## src/rtl/i2c_mem_pkg.sv

```systemverilog
package i2c_mem_pkg;
  typedef enum logic [2:0] {
    ST_IDLE, ST_RX, ST_RXACK, ST_TX, ST_TXACK, ST_SKIP
  } tgt_state_t;

  typedef enum logic [1:0] {
    RX_HDR, RX_AHI, RX_ALO, RX_DATA
  } rx_kind_t;
endpackage

```

## src/rtl/i2c_line_sync.sv

```systemverilog
module i2c_line_sync #(
  parameter int STAGES = 2
) (
  input  logic clk,
  input  logic rst_l,
  input  logic scl_raw,
  input  logic sda_raw,
  output logic scl_hi,
  output logic sda_lvl,
  output logic scl_rise,
  output logic scl_fall,
  output logic start_det,
  output logic stop_det
);
  logic [STAGES-1:0] scl_pipe, sda_pipe;
  logic scl_prev, sda_prev;

  always_ff @(posedge clk or negedge rst_l) begin
    if (!rst_l) begin
      scl_pipe <= '1;
      sda_pipe <= '1;
      scl_prev <= 1'b1;
      sda_prev <= 1'b1;
    end else begin
      scl_pipe <= {scl_pipe[STAGES-2:0], scl_raw};
      sda_pipe <= {sda_pipe[STAGES-2:0], sda_raw};
      scl_prev <= scl_pipe[STAGES-1];
      sda_prev <= sda_pipe[STAGES-1];
    end
  end

  assign scl_hi    = scl_pipe[STAGES-1];
  assign sda_lvl   = sda_pipe[STAGES-1];
  assign scl_rise  = scl_hi & ~scl_prev;
  assign scl_fall  = ~scl_hi & scl_prev;
  assign start_det = scl_hi & scl_prev & sda_prev & ~sda_lvl;
  assign stop_det  = scl_hi & scl_prev & ~sda_prev & sda_lvl;
endmodule

```

## src/rtl/i2c_mem_array.sv

```systemverilog
module i2c_mem_array #(
  parameter int DEPTH = 256,
  parameter int AW    = 8,
  parameter int DW    = 8
) (
  input  logic          clk,
  input  logic          rst_l,
  input  logic          we,
  input  logic [AW-1:0] addr,
  input  logic [DW-1:0] wdata,
  output logic [DW-1:0] rdata
);
  logic [DW-1:0] cells [DEPTH];

  always_ff @(posedge clk or negedge rst_l) begin
    if (!rst_l) begin
      for (int i = 0; i < DEPTH; i++) cells[i] <= '0;
    end else if (we) begin
      cells[addr] <= wdata;
    end
  end

  assign rdata = cells[addr];
endmodule

```

## src/rtl/i2c_mem_target.sv

```systemverilog
module i2c_mem_target
  import i2c_mem_pkg::*;
#(
  parameter logic [6:0] DEV_ADDR        = 7'h50,
  parameter int         WORD_ADDR_BYTES = 2,
  parameter int         MEM_DEPTH       = 256,
  parameter int         SYNC_STAGES     = 2
) (
  input  logic clk,
  input  logic rst_n,
  input  logic scl_i,
  input  logic sda_i,
  output logic sda_oe
);
  localparam int PW   = $clog2(MEM_DEPTH);
  localparam int CNTW = 4;
  localparam logic [CNTW-1:0] BITS_PER_BYTE = CNTW'(8);
  localparam logic [CNTW-1:0] LAST_TX_BIT   = CNTW'(7);
  localparam rx_kind_t FIRST_ADDR = (WORD_ADDR_BYTES == 2) ? RX_AHI : RX_ALO;

  // reset: asserted asynchronously, released on the clock
  logic [1:0] rst_pipe;
  logic       rst_l;
  always_ff @(posedge clk or negedge rst_n) begin
    if (!rst_n) rst_pipe <= '0;
    else        rst_pipe <= {rst_pipe[0], 1'b1};
  end
  assign rst_l = rst_pipe[1];

  logic scl_hi, sda_lvl, scl_rise, scl_fall, start_det, stop_det;

  i2c_line_sync #(.STAGES(SYNC_STAGES)) u_sync (
    .clk(clk), .rst_l(rst_l), .scl_raw(scl_i), .sda_raw(sda_i),
    .scl_hi(scl_hi), .sda_lvl(sda_lvl), .scl_rise(scl_rise), .scl_fall(scl_fall),
    .start_det(start_det), .stop_det(stop_det)
  );

  tgt_state_t      st_q, st_d;
  rx_kind_t        kind_q, kind_d;
  logic [CNTW-1:0] bitcnt_q, bitcnt_d;
  logic [7:0]      shreg_q, shreg_d, ahi_q, ahi_d, mem_rdata;
  logic [PW-1:0]   ptr_q, ptr_d;
  logic            rd_q, rd_d, oe_q, oe_d, mack_q, mack_d, mem_we;

  i2c_mem_array #(.DEPTH(MEM_DEPTH), .AW(PW), .DW(8)) u_mem (
    .clk(clk), .rst_l(rst_l), .we(mem_we), .addr(ptr_q),
    .wdata(shreg_q), .rdata(mem_rdata)
  );

  always_comb begin
    st_d = st_q; kind_d = kind_q; bitcnt_d = bitcnt_q; shreg_d = shreg_q;
    ahi_d = ahi_q; ptr_d = ptr_q; rd_d = rd_q; oe_d = oe_q; mack_d = mack_q;
    mem_we = 1'b0;
    if (stop_det) begin
      st_d = ST_IDLE;
      oe_d = 1'b0;
    end else if (start_det) begin
      st_d = ST_RX; kind_d = RX_HDR; bitcnt_d = '0; oe_d = 1'b0;
    end else begin
      case (st_q)
        ST_RX: begin
          if (scl_rise && bitcnt_q < BITS_PER_BYTE) begin
            shreg_d  = {shreg_q[6:0], sda_lvl};
            bitcnt_d = bitcnt_q + CNTW'(1);
          end else if (scl_fall && bitcnt_q == BITS_PER_BYTE) begin
            st_d = ST_RXACK;
            oe_d = 1'b1;
            case (kind_q)
              RX_HDR: begin
                if (shreg_q[7:1] != DEV_ADDR) begin
                  st_d = ST_SKIP;
                  oe_d = 1'b0;
                end else begin
                  rd_d = shreg_q[0];
                end
              end
              RX_AHI: ahi_d = shreg_q;
              RX_ALO: ptr_d = PW'({ahi_q, shreg_q});
              default: begin
                mem_we = 1'b1;
                ptr_d  = ptr_q + PW'(1);
              end
            endcase
          end
        end
        ST_RXACK: begin
          if (scl_fall) begin
            oe_d     = 1'b0;
            bitcnt_d = '0;
            if (kind_q == RX_HDR && rd_q) begin
              st_d    = ST_TX;
              shreg_d = mem_rdata;
              ptr_d   = ptr_q + PW'(1);
              oe_d    = ~mem_rdata[7];
            end else begin
              st_d = ST_RX;
              case (kind_q)
                RX_HDR:  kind_d = FIRST_ADDR;
                RX_AHI:  kind_d = RX_ALO;
                default: kind_d = RX_DATA;
              endcase
            end
          end
        end
        ST_TX: begin
          if (scl_fall) begin
            if (bitcnt_q == LAST_TX_BIT) begin
              st_d = ST_TXACK;
              oe_d = 1'b0;
            end else begin
              shreg_d  = {shreg_q[6:0], 1'b0};
              bitcnt_d = bitcnt_q + CNTW'(1);
              oe_d     = ~shreg_q[6];
            end
          end
        end
        ST_TXACK: begin
          if (scl_rise) mack_d = ~sda_lvl;
          if (scl_fall) begin
            if (mack_q) begin
              st_d     = ST_TX;
              bitcnt_d = '0;
              shreg_d  = mem_rdata;
              ptr_d    = ptr_q + PW'(1);
              oe_d     = ~mem_rdata[7];
            end else begin
              st_d = ST_SKIP;
            end
          end
        end
        default: ;
      endcase
    end
  end

  always_ff @(posedge clk or negedge rst_l) begin
    if (!rst_l) begin
      st_q <= ST_IDLE; kind_q <= RX_HDR; bitcnt_q <= '0; shreg_q <= '0;
      ahi_q <= '0; ptr_q <= '0; rd_q <= 1'b0; oe_q <= 1'b0; mack_q <= 1'b0;
    end else begin
      st_q <= st_d; kind_q <= kind_d; bitcnt_q <= bitcnt_d; shreg_q <= shreg_d;
      ahi_q <= ahi_d; ptr_q <= ptr_d; rd_q <= rd_d; oe_q <= oe_d; mack_q <= mack_d;
    end
  end

  assign sda_oe = oe_q;

  AST_OE_STABLE_SCL_HIGH: assert property (@(posedge clk) disable iff (!rst_l)
    (scl_hi && !scl_rise && !start_det && !stop_det) |=> $stable(sda_oe)) else $error("oe moved with scl high");
  AST_SKIP_RELEASED: assert property (@(posedge clk) disable iff (!rst_l)
    (st_q == ST_SKIP) |-> !sda_oe) else $error("driving while skipping");
  AST_PTR_STEP_ON_STORE: assert property (@(posedge clk) disable iff (!rst_l)
    mem_we |=> (ptr_q == $past(ptr_q) + PW'(1))) else $error("pointer did not step");
  AST_TX_ONLY_IN_READ: assert property (@(posedge clk) disable iff (!rst_l)
    (st_q == ST_TX) |-> rd_q) else $error("transmit without read header");
  AST_OE_ONLY_ACK_OR_TX: assert property (@(posedge clk) disable iff (!rst_l)
    sda_oe |-> (st_q == ST_RXACK || st_q == ST_TX)) else $error("oe outside ack/transmit");
endmodule

```

## config.mk

```make
export PLATFORM = sky130hd
export DESIGN_NAME = i2c_mem_target
export DESIGN_NICKNAME = d
export VERILOG_FILES = /design/src/rtl/i2c_mem_pkg.sv /design/src/rtl/i2c_line_sync.sv /design/src/rtl/i2c_mem_array.sv /design/src/rtl/i2c_mem_target.sv
export SDC_FILE = /design/constraint.sdc
export NUM_CORES = 2
export LEC_CHECK = 0
export BUFFER_PORTS_ARGS = -buffer_cell sky130_fd_sc_hd__buf_4
export CORE_MARGIN = 3
export CORE_UTILIZATION = 58
export CTS_CLUSTER_DIAMETER = 200
export DETAILED_ROUTE_END_ITERATION = 10
export PLACE_DENSITY = 0.77
export SLEW_MARGIN = 15
export SYNTH_ARGS = -nofsm -noshare
export SYNTH_HDL_FRONTEND = slang
export SYNTH_SLANG_ARGS = --single-unit
```

## constraint.sdc

```tcl
create_clock -name clk -period 59.4 [get_ports clk]
set_clock_uncertainty 0.15 [all_clocks]
set_input_delay 11.88 -clock clk [delete_from_list [all_inputs] [get_ports clk]]
set_output_delay 11.88 -clock clk [all_outputs]
set_load 0.03 [all_outputs]
```

==> flow_summary.toml <==
[run_status]
status = "completed"

[floorplanning]
die_w_um = 411
ios = 5
fp.dieH_um = 411
core-area_um2 = 162000
rows = 147
start_util = 0.587
dieArea_um2 = 169000

[clock_tree]
cts_max_level = 4
cts_root_buffer = "clkbuf_16"
cts.repair.resized = 0
postCtsSetupRepairBufs = 0
clkTransAtPathRegs_ps = 60
cts_buffer_depth = 3
ctsHoldBuffers = 0
cts_made_buffers = 209
clk_latency_ps = 840
cts.sinks = 2084
cts_tree = "yes"

[drt]
dr.pass1.iters = 6
vias = 54800
routedWlPerCell_um = 28.4
drtIter0Drc = 4614
postRouteAntennaNets = 0
post-route-drc-count = 0
routed_wl_um = 238000
via_per_inst = 6.54

[worst_setup_path]
crit_path_top_delay_cell = "dfrtp_1"
rr_worst_depth = 11
crit_type = "register to primary output"
critPathTopFamily = "flip-flops"
critPathMaxStageDelay_ps = 380
ff2ff_setup_slack_ps = 53240
cp.required_ps = 47370
crit_path_start_kind = "register"
path_cells = "buf_4"
critPathMaxFanout = 2
worst-path-buf-inv = 1
endpoint_kind = "primary output"
cp-startpoint = "sda_oe"
worstReg2RegStart = "ptr_q[0]"
worstSetupEndpoint = "sda_oe"
crit_arrival_ps = 1390
r2r_end = "shreg_q[0]"
worst-path-stages = 1

[sta]
report.final.setup_viol = 0
slew_headroom = 0.154
min_period_ps = 13420
rsz0062_at_grt = "false"
fmax_mhz = 74.5
post-route-period-util = 0.226
tns_ps = 0
hold-worst-slack_ps = 198
finalHoldViolations = 0
worst_pin_slew_ps = 1270
slew_viol_final = 0

[synthesis]
synth_top_area_frac = 0.547
ys_ff_latch = 2084
synthFlopType = "dfrtp_1"
yosysUniqueCellTypes = 73
synth.avg_cell_area_um2 = 15.4
synth-async-reset-ratio = 1.00
synth_area_um2 = 95000
syn_inst = 6186
yosysTopAreaCell = "dfrtp_1"
ys_seq_area_frac = 0.549
netlist_top_cells_area = "dfrtp_1 (55%), mux2_2 (22%), mux4_2 (14%), nand2_1 (1.3%), clkbuf_1 (1.2%)"
yosys_warnings = 0
synth-edff-count = 0
syn-num-nets = 6196

[cells_and_area]
postLayoutCoreUtil = 0.642
final_nets = 6049
final_cell_mix = "dfrtp_1 (2064), mux2_2 (1872), mux4_2 (584)"
layoutNonFillerInstCount = 8379
area.growth.synth_to_final_pct = 9.28
mostFrequentLayoutCell = "dfrtp_1"
drive_gt1_frac = 0.492
fill_cells = 11400

[place]
dpl.hpwl_um = 145000
portBuffers = 4
gp_congestion = 0.865
placed_cells_incl_taps = 7987

[power_and_ir_drop]
pwr-share-clk = 0.440
ir_drop_uv = 32.0
power_switching_mw = 0.823
intPower_mw = 2.27
comb_power_share = 0.087
power_density_nw_per_um2 = 29.8
p_seq_frac = 0.473
p_leak_nw = 48.1
netSwitchingFraction = 0.266

[global_routing]
use_met1 = 0.390
grt_use_met2 = 0.441
grtUsageTotal = 0.287
overflow = 0
top_usage_layer = "met2"
grt_use_met3 = 0.0763
antenna_found_initial = 3
grt_pass1_vias = 57600
grt_pass1_wl_um = 366000
grt_max_degree = 233

[min_path]
hold_path_depth = 0
hold_path_class = "register to register"

[run]
max_cap_viol_count = 0
[worst min path at each step]
| stage | to | start | slack, ps |
|---|---|---|---|
| floorplan | rst_pipe[1] | rst_pipe[0] | 180 |
| global placement | rst_pipe[1] | rst_pipe[0] | 200 |
| detailed placement | rst_pipe[1] | rst_pipe[0] | 180 |
| CTS | rst_pipe[1] | rst_pipe[0] | 200 |
| global route | u_sync.sda_pipe[1] | u_sync.sda_pipe[0] | 210 |
| finish | rst_pipe[1] | rst_pipe[0] | 200 |
[routing by layer]
layer	wire length [um]	vias up
li1	-	22800
met1	97300	29600
met2	111000	1884
met3	18300	581
met4	11100	2
met5	140	-
[power by group through the flow]
stage	logic, mW	clock network (mW)	registers, mW
final	0.269	1.36	1.47
after global routing	0.291	1.44	1.47
after global placement	0.261	0	1.49
after detailed placement	0.268	0	1.49
after CTS	0.269	1.38	1.46
after floorplan	0.190	0	1.47
[sequential cells by signal (all words and copies together) (netlist names)]
signal,flops
u_mem.cells,2048
ptr_q,8
shreg_q,8
bitcnt_q,4
st_q,3
kind_q,2
rst_pipe,2
u_sync.scl_pipe,2
u_sync.sda_pipe,2
mack_q,1
rd_q,1
sda_oe,1
u_sync.scl_prev,1
u_sync.sda_prev,1
[through the flow]
step | worst slack, ps | power [mW] | instance area [um^2]
floorplan | 25520 | 1.66 | 95000
global placement | 46830 | 1.75 | 96500
detailed placement | 46830 | 1.76 | 96500
CTS | 45920 | 3.12 | 104000
global route | 45930 | 3.20 | 104000
finish | 45980 | 3.10 | 104000
[synth_stat cells (all sizes together), types with 13 or more instances]
cell type	number
a21oi	29
a221oi	23
a22o	20
a22oi	47
and2	23
buf	160
clkbuf	298
dfrtp	2078
mux2	1872
mux2i	47
mux4	584
nand2	367
nand3	34
nor2	199
nor3	21
o21ai	221
o22ai	13
[area by class of cell]
type / instances / area (um^2) / share of cell area
sequential: 2084 / 52200 / 0.503
multi-input combinational: 3633 / 40700 / 0.392
clock buffer: 323 / 6230 / 0.0600
tap: 2160 / 2700 / 0.0260
clock inverter: 63 / 960 / 0.00925
timing repair buffer: 100 / 921 / 0.00887
inverter: 11 / 42.5 / 0.000410
antenna: 5 / 12.5 / 0.000121
[logic make-up (layout without fill, tap and decap cells)]
group                      count (synthesis)  in the layout  share of synthesized area
buffers and inverters                    469            497                     0.0228
muxes                                   2503           2503                      0.365
xor gates and xnor gates                   2              2                   0.000184
adders and majority gates                  6              6                   0.000790
and+or+nand+nor                          714            714                     0.0355
other                                      1              6                  0.0000395
AOI/OAI and AO/OA                        407            407                     0.0262
DFF                                     2084           2084                      0.549
(Power assumes the default switching activity.)
